`src/rtl/presc_pkg.sv`:
```
package presc_pkg;
  typedef struct packed {
    logic preset;     // load the chain with its preset value
    logic advance;    // count one oscillator cycle
    logic holdDelay;  // hold-off counter keeps its terminal value
    logic clkGate;    // system clock enable may pass
  } prescStrobe_t;
endpackage

```
`src/rtl/presc_datapath.sv`:
```
module presc_datapath
  import presc_pkg::*;
#(
  parameter int PRE_W = 7,
  parameter int DLY_W = 6,
  parameter int PRESET = 'h78,
  parameter int NTAP = 3,
  parameter int TAP_LOG [NTAP] = '{1, 2, 6}
) (
  input  logic         clk,
  input  logic         pwrOnDet,
  input  prescStrobe_t stb,
  input  logic [1:0]   clkSel,
  input  logic         altClkEn,
  output logic         selPulse,
  output logic         tickPulse,
  output logic         ovf
);
  localparam int CHAIN_W = PRE_W + DLY_W;
  localparam logic [CHAIN_W-1:0] PRESET_V = CHAIN_W'(PRESET);
  localparam logic [PRE_W-1:0] PRE_ONES = '1;
  localparam logic [DLY_W-1:0] DLY_ONES = '1;

  logic [PRE_W-1:0] preQ;
  logic [DLY_W-1:0] dlyQ;
  logic             altTogQ;
  logic [NTAP-1:0]  tapPulse;
  logic             altPulse;
  logic             preCarry;

  assign preCarry = (preQ == PRE_ONES);

  always_ff @(posedge clk) begin
    if (pwrOnDet || stb.preset) begin
      preQ <= PRESET_V[PRE_W-1:0];
      dlyQ <= PRESET_V[CHAIN_W-1:PRE_W];
    end else if (stb.advance) begin
      preQ <= preQ + 1'b1;
      if (preCarry && !stb.holdDelay && (dlyQ != DLY_ONES))
        dlyQ <= dlyQ + 1'b1;
    end
  end

  always_ff @(posedge clk) begin
    if (pwrOnDet) altTogQ <= 1'b0;
    else if (stb.advance && altClkEn) altTogQ <= ~altTogQ;
  end

  for (genvar g = 0; g < NTAP; g++) begin : g_tap
    localparam logic [PRE_W-1:0] MASK = PRE_W'((1 << TAP_LOG[g]) - 1);
    assign tapPulse[g] = stb.advance && ((preQ & MASK) == MASK);
  end

  assign altPulse  = stb.advance && altClkEn && altTogQ;
  assign tickPulse = stb.advance && preCarry;
  assign ovf       = stb.advance && preCarry && (dlyQ == DLY_ONES) && !stb.holdDelay;

  always_comb begin
    unique case (clkSel)
      2'b00:   selPulse = tapPulse[0];
      2'b01:   selPulse = tapPulse[1];
      2'b10:   selPulse = tapPulse[2];
      default: selPulse = altPulse;
    endcase
  end

  // the preset strobe leaves the chain at the preset value.
  assert_preset_load_R10: assert property (@(posedge clk) disable iff (pwrOnDet)
    stb.preset |=> ({dlyQ, preQ} == PRESET_V));
  // with neither advance nor preset, the chain keeps its value.
  assert_freeze_R8: assert property (@(posedge clk) disable iff (pwrOnDet)
    (!stb.advance && !stb.preset) |=> $stable({dlyQ, preQ}));
  // after overflow the hold-off field does not move.
  assert_delay_hold_R7: assert property (@(posedge clk) disable iff (pwrOnDet)
    (stb.holdDelay && !stb.preset) |=> $stable(dlyQ));
endmodule

```
`src/rtl/presc_ctrl.sv`:
```
module presc_ctrl
  import presc_pkg::*;
(
  input  logic         clk,
  input  logic         pwrOnDet,
  input  logic         oscEnable,
  input  logic         stopReq,
  input  logic         wakeEvt,
  input  logic         readyClr,
  input  logic         ovf,
  output prescStrobe_t stb,
  output logic         porRst,
  output logic         ready,
  output logic         stopped
);
  logic stoppedQ, doneQ, readyQ, porQ;

  always_comb begin
    stb.preset    = !oscEnable || (stoppedQ && wakeEvt);
    stb.advance   = !pwrOnDet && oscEnable && !stoppedQ && !stopReq;
    stb.holdDelay = doneQ;
    stb.clkGate   = doneQ && !stoppedQ;
  end

  always_ff @(posedge clk) begin
    if (pwrOnDet) begin
      stoppedQ <= 1'b0;
      doneQ    <= 1'b0;
      readyQ   <= 1'b0;
      porQ     <= 1'b1;
    end else begin
      if (!oscEnable) begin
        stoppedQ <= 1'b0;
        doneQ    <= 1'b0;
      end else if (stoppedQ) begin
        if (wakeEvt) begin
          stoppedQ <= 1'b0;
          doneQ    <= 1'b0;
        end
      end else if (stopReq) begin
        stoppedQ <= 1'b1;
      end else if (ovf) begin
        doneQ <= 1'b1;
      end
      if (ovf) porQ <= 1'b0;
      if (ovf) readyQ <= 1'b1;
      else if (readyClr) readyQ <= 1'b0;
    end
  end

  assign porRst  = porQ;
  assign ready   = readyQ;
  assign stopped = stoppedQ;

  // the reset is released at the same edge that sets the ready flag.
  assert_por_ready_R5: assert property (@(posedge clk) disable iff (pwrOnDet)
    $fell(porQ) |-> readyQ);
  // the ready flag holds until a clear pulse.
  assert_ready_sticky_R6: assert property (@(posedge clk) disable iff (pwrOnDet)
    (readyQ && !readyClr) |=> readyQ);
  // once released, the reset is not asserted again by stop or wake.
  assert_por_stays_low_R9: assert property (@(posedge clk) disable iff (pwrOnDet)
    !porQ |=> !porQ);
endmodule

```
`src/rtl/startup_prescaler.sv`:
```
module startup_prescaler
  import presc_pkg::*;
#(
  parameter int PRE_W = 7,
  parameter int DLY_W = 6,
  parameter int PRESET = 'h78
) (
  input  logic       clk,
  input  logic       pwrOnDet,
  input  logic       oscEnable,
  input  logic       stopReq,
  input  logic       wakeEvt,
  input  logic [1:0] clkSel,
  input  logic       altClkEn,
  input  logic       readyClr,
  output logic       sysClkEn,
  output logic       tbTick,
  output logic       porRst,
  output logic       ready
);
  prescStrobe_t stb;
  logic ovf, selPulse, stopped;

  presc_ctrl u_ctrl (
    .clk(clk), .pwrOnDet(pwrOnDet), .oscEnable(oscEnable), .stopReq(stopReq),
    .wakeEvt(wakeEvt), .readyClr(readyClr), .ovf(ovf), .stb(stb),
    .porRst(porRst), .ready(ready), .stopped(stopped)
  );

  presc_datapath #(.PRE_W(PRE_W), .DLY_W(DLY_W), .PRESET(PRESET)) u_dp (
    .clk(clk), .pwrOnDet(pwrOnDet), .stb(stb), .clkSel(clkSel),
    .altClkEn(altClkEn), .selPulse(selPulse), .tickPulse(tbTick), .ovf(ovf)
  );

  assign sysClkEn = selPulse && stb.clkGate;

  // no system clock while the power-on reset is held.
  assert_no_clk_in_reset_R4: assert property (@(posedge clk) disable iff (pwrOnDet)
    porRst |-> !sysClkEn);
  // stopped means quiet outputs.
  assert_stop_quiet_R8: assert property (@(posedge clk) disable iff (pwrOnDet)
    stopped |-> (!tbTick && !sysClkEn));
  // a disabled oscillator gives no tick.
  assert_osc_off_quiet_R10: assert property (@(posedge clk) disable iff (pwrOnDet)
    !oscEnable |-> (!tbTick && !sysClkEn));
endmodule

```
`config.mk`:
```
export PLATFORM = sky130hd
export DESIGN_NAME = startup_prescaler
export DESIGN_NICKNAME = d
export VERILOG_FILES = /design/src/rtl/presc_pkg.sv /design/src/rtl/presc_datapath.sv /design/src/rtl/presc_ctrl.sv /design/src/rtl/startup_prescaler.sv
export SDC_FILE = /design/constraint.sdc
export NUM_CORES = 1
export LEC_CHECK = 0
export BUFFER_PORTS_ARGS = -buffer_cell sky130_fd_sc_hd__clkbuf_2
export CAP_MARGIN = 20
export CELL_PAD_IN_SITES_DETAIL_PLACEMENT = 0
export CELL_PAD_IN_SITES_GLOBAL_PLACEMENT = 1
export CORE_AREA = 2 2 42 59
export CTS_CLUSTER_SIZE = 16
export DETAILED_ROUTE_END_ITERATION = 8
export DIE_AREA = 0 0 44 61
export PLACE_DENSITY = 0.72
export SKIP_LAST_GASP = 1
export SYNTH_ARGS = -nofsm -noshare
export SYNTH_HDL_FRONTEND = slang
export SYNTH_SLANG_ARGS = --single-unit
```
`constraint.sdc`:
```
create_clock -name clk -period 3.98 [get_ports clk]
set_input_delay 0 -clock clk [delete_from_list [all_inputs] [get_ports clk]]
set_output_delay 0 -clock clk [all_outputs]
set_load 0.01 [all_outputs]
```
==> impl_metrics.sql <==
INSERT INTO impl_metrics (metric_group, metric, value, unit) VALUES
('logic_synthesis', 'sequential_share_of_the_synthesized_area', '40.5', '%'),
('placement', 'global_placement_routability_congestion', '0.724', ''),
('global_routing', 'grt_pass1_wl', '2880', 'um'),
('critical_path', 'worst-path-max-fanout', '13', ''),
('run_status', 'run_status', 'finished clean', ''),
('die', 'floorplan.initialDensity', '41.3', '%'),
('clock_network', 'ctsResizeCount', '0', ''),
('sta', 'setup-violations-final', '0', ''),
('logic_synthesis', 'yosys-top-cells-area', 'dfxtp_1 (41%), ha_1 (7.0%), a21oi_1 (6.2%)', ''),
('cells_and_area', 'syn_to_final_growth', '14.5', '%'),
('global_routing', 'grt_overflow_total', '0', ''),
('flow_run', 'maxCapViolations', '0', ''),
('critical_path', 'cp-startpoint', 'pwrOnDet', ''),
('critical_path', 'worstSetupEndpointType', 'flop', ''),
('route', 'routed-via-count', '734', ''),
('clock_network', 'clk_pin_slew', '100', 'ps'),
('hold_path', 'timing.hold.worst.start', 'altClkEn', ''),
('placement', 'detailed_place_hpwl', '1310', 'um'),
('global_routing', 'antenna_violations_before_repair', '0', ''),
('die', 'area_enclosed_by_the_die_boundary', '0.00268', 'sq mm'),
('global_routing', 'via_count_of_the_first_global_routing_pass', '683', ''),
('critical_path', 'crit_path_end', 'u_ctrl.ready', ''),
('sta', 'timing.final.hold_violations', '0', ''),
('clock_network', 'cts_post_setup_buffers_inserted', '0', ''),
('route', 'number_of_remaining_drc_errors', '0', ''),
('hold_path', 'hold_path_class', 'in2reg', ''),
('power_and_ir_drop', 'ir_drop_worst_vdd', '0.000131', 'V'),
('logic_synthesis', 'syn_inst', '96', ''),
('logic_synthesis', 'postSynthRegisterBits', '18', ''),
('critical_path', 'worst-endpoint-arrival', '2640', 'ps'),
('sta', 'period_share', '60.4', '%'),
('sta', 'rsz0062_at_grt', 'false', ''),
('sta', 'setup_tns', '0', 'ps'),
('critical_path', 'criticalPathCategory', 'in2reg', ''),
('route', 'dr.pass1.iters', '2', ''),
('global_routing', 'peak_usage_layer_in_the_global_routing_report', 'met2', ''),
('sta', 'finalClockSkew', '4.36', 'ps'),
('sta', 'timing.max_slew.rel_slack', '60.6', '%'),
('critical_path', 'timing.rr.end', 'u_ctrl.ready', ''),
('clock_network', 'cts_root_buf', 'clkbuf_4', ''),
('sta', 'worst-slew-pin-transition', '588', 'ps'),
('route', 'postRouteWirelength', '1680', 'um'),
('logic_synthesis', 'syn-cell-area', '890', 'sq um'),
('global_routing', 'met2_usage', '25.2', '%'),
('sta', 'fin_crit', '2400', 'ps'),
('route', 'dr.first_iter.drc_count', '10', ''),
('global_routing', 'grt_util_met1', '17.0', '%'),
('clock_network', 'cts-buffers-inserted', '3', ''),
('hold_path', 'worst_hold_path.num_cells', '4', ''),
('global_routing', 'grt_start_max_net_pins', '14', ''),
('die', 'io_pins', '13', ''),
('placement', 'port_buffers', '12', ''),
('cells_and_area', 'finish.net_count', '127', ''),
('critical_path', 'critPathRequiredTime', '4220', 'ps'),
('global_routing', 'grt.met3_usage', '3.57', '%'),
('sta', 'slew_viol_final', '0', ''),
('logic_synthesis', 'synth.top_cell.area_share', '40.5', '%'),
('logic_synthesis', 'avg_inst_size_synth', '9.27', 'sq um'),
('critical_path', 'setup.worst_path.start_class', 'input pin', ''),
('sta', 'achievable-frequency', '416', 'MHz'),
('cells_and_area', 'filler_cell_count', '226', ''),
('logic_synthesis', 'yosys.cell_types.count', '30', ''),
('clock_network', 'holdBufCountCts', '2', ''),
('route', 'wl_cell', '12.5', 'um'),
('logic_synthesis', 'ys_warn_count', '0', ''),
('cells_and_area', 'antenna-diode-count', '0', ''),
('route', 'antenna_left', '0', ''),
('clock_network', 'cts_tree', 'built', ''),
('logic_synthesis', 'netlist.top_cell.by_area', 'dfxtp_1', ''),
('critical_path', 'crit-reg2reg-launch', 'u_ctrl.stopped', ''),
('die', 'fp-row-count', '20', '');
## cell usage after synthesis
cell type   n
or3_1       2
and4_1      2
nor4b_4     1
o41ai_1     1
nand4_1     3
o31ai_1     5
dfxtp_1    18
or4_1       3
nand2_1     8
a31oi_1     1
clkbuf_1    1
nor2b_1     2
ha_1        5
a21oi_1    11
xor2_1      4
buf_6       1
inv_1       4
nor2_1      7
nand4b_1    1
a311oi_1    1
xnor2_1     1
nand4_4     1
nand2b_1    2
and3_1      1
nand3_1     3
o21ai_0     1
a21o_1      2
o211ai_1    2
nor3_1      1
or3b_2      1
## cell families (layout without fill, tap and decap cells)
group,Yosys count,count (layout),synth area share [%]
AND/OR/NAND/NOR,38,38,27.1
AO/OA/AOI/OAI,24,24,17.0
flip-flops,18,18,40.5
buffers and inverters,6,22,3.37
adder cells (fa/ha/maj),5,5,7.03
XOR/XNOR,5,5,4.92
## state kept, by name, indices dropped and copies added, names as in the netlist
name,count
u_ctrl.doneQ,1
u_ctrl.porRst,1
u_ctrl.ready,1
u_ctrl.stopped,1
u_dp.altTogQ,1
u_dp.dlyQ,6
u_dp.preQ,7
## power breakdown
group          internal (W)  total (W)  switching, W
Sequential         0.000182   0.000184    0.00000246
Combinational    0.00000956  0.0000219     0.0000123
Clock             0.0000558   0.000112     0.0000557
## layer usage
| metal | up-vias | wire length (um) |
|---|---|---|
| li1 | 388 | - |
| met1 | 333 | 738 |
| met2 | 8 | 853 |
| met3 | 5 | 48 |
| met4 | 0 | 39 |
| met5 | - | 0 |
## worst max-delay path, cell delays in order
cell and delay [ps]:
dlygate4sd3_1 530, clkbuf_2 170, nor4b_4 580, nand4_4 280
or3_1 400, a21oi_1 130, dlygate4sd3_1 560
## area by class of cell
class | count | area, sq um | share of cell area, %
flip-flops and latches | 18 | 360 | 35.4
multi-input cells | 72 | 499 | 49.0
well taps | 22 | 27.5 | 2.70
inverters | 4 | 15.0 | 1.47
repair buffers | 14 | 80.1 | 7.86
clock buffers | 4 | 36.3 | 3.56
## cell usage in the layout, fill, tap and decap left out, drive strengths merged, types with 2 or more instances in the layout
| cell type | count |
|---|---|
| nand3 | 3 |
| a21oi | 11 |
| nand4 | 4 |
| clkbuf | 16 |
| o31ai | 5 |
| ha | 5 |
| nand2 | 8 |
| a21o | 2 |
| nor2 | 7 |
| or4 | 3 |
| dlygate4sd3 | 2 |
| inv | 4 |
| and4 | 2 |
| dfxtp | 18 |
| nor2b | 2 |
| xor2 | 4 |
| o211ai | 2 |
| nand2b | 2 |
| or3 | 2 |
## through the flow
step	worst slack (ps)	hold slack (ps)	std cells	cell area, sq um	power (W)
3_5_place_dp	2000	277	128	962	0.000210
6_report	1580	19.8	134	1020	0.000318
5_1_grt	1380	33.5	134	1020	0.000335
2_1_floorplan	2230	69.1	96	890	0.000200
3_3_place_gp	2080	266	128	962	0.000209
4_1_cts	1590	14.9	134	1020	0.000324
## how the worst min path moves through the flow
stage / endpoint / slack (ps)
finish: u_dp.altTogQ / 20
global route: u_dp.altTogQ / 30
CTS: u_dp.altTogQ / 10
detailed placement: u_ctrl.ready / 280
global placement: u_ctrl.ready / 270
floorplan: u_ctrl.ready / 70
No activity file was read; power rests on OpenSTA's default activity.
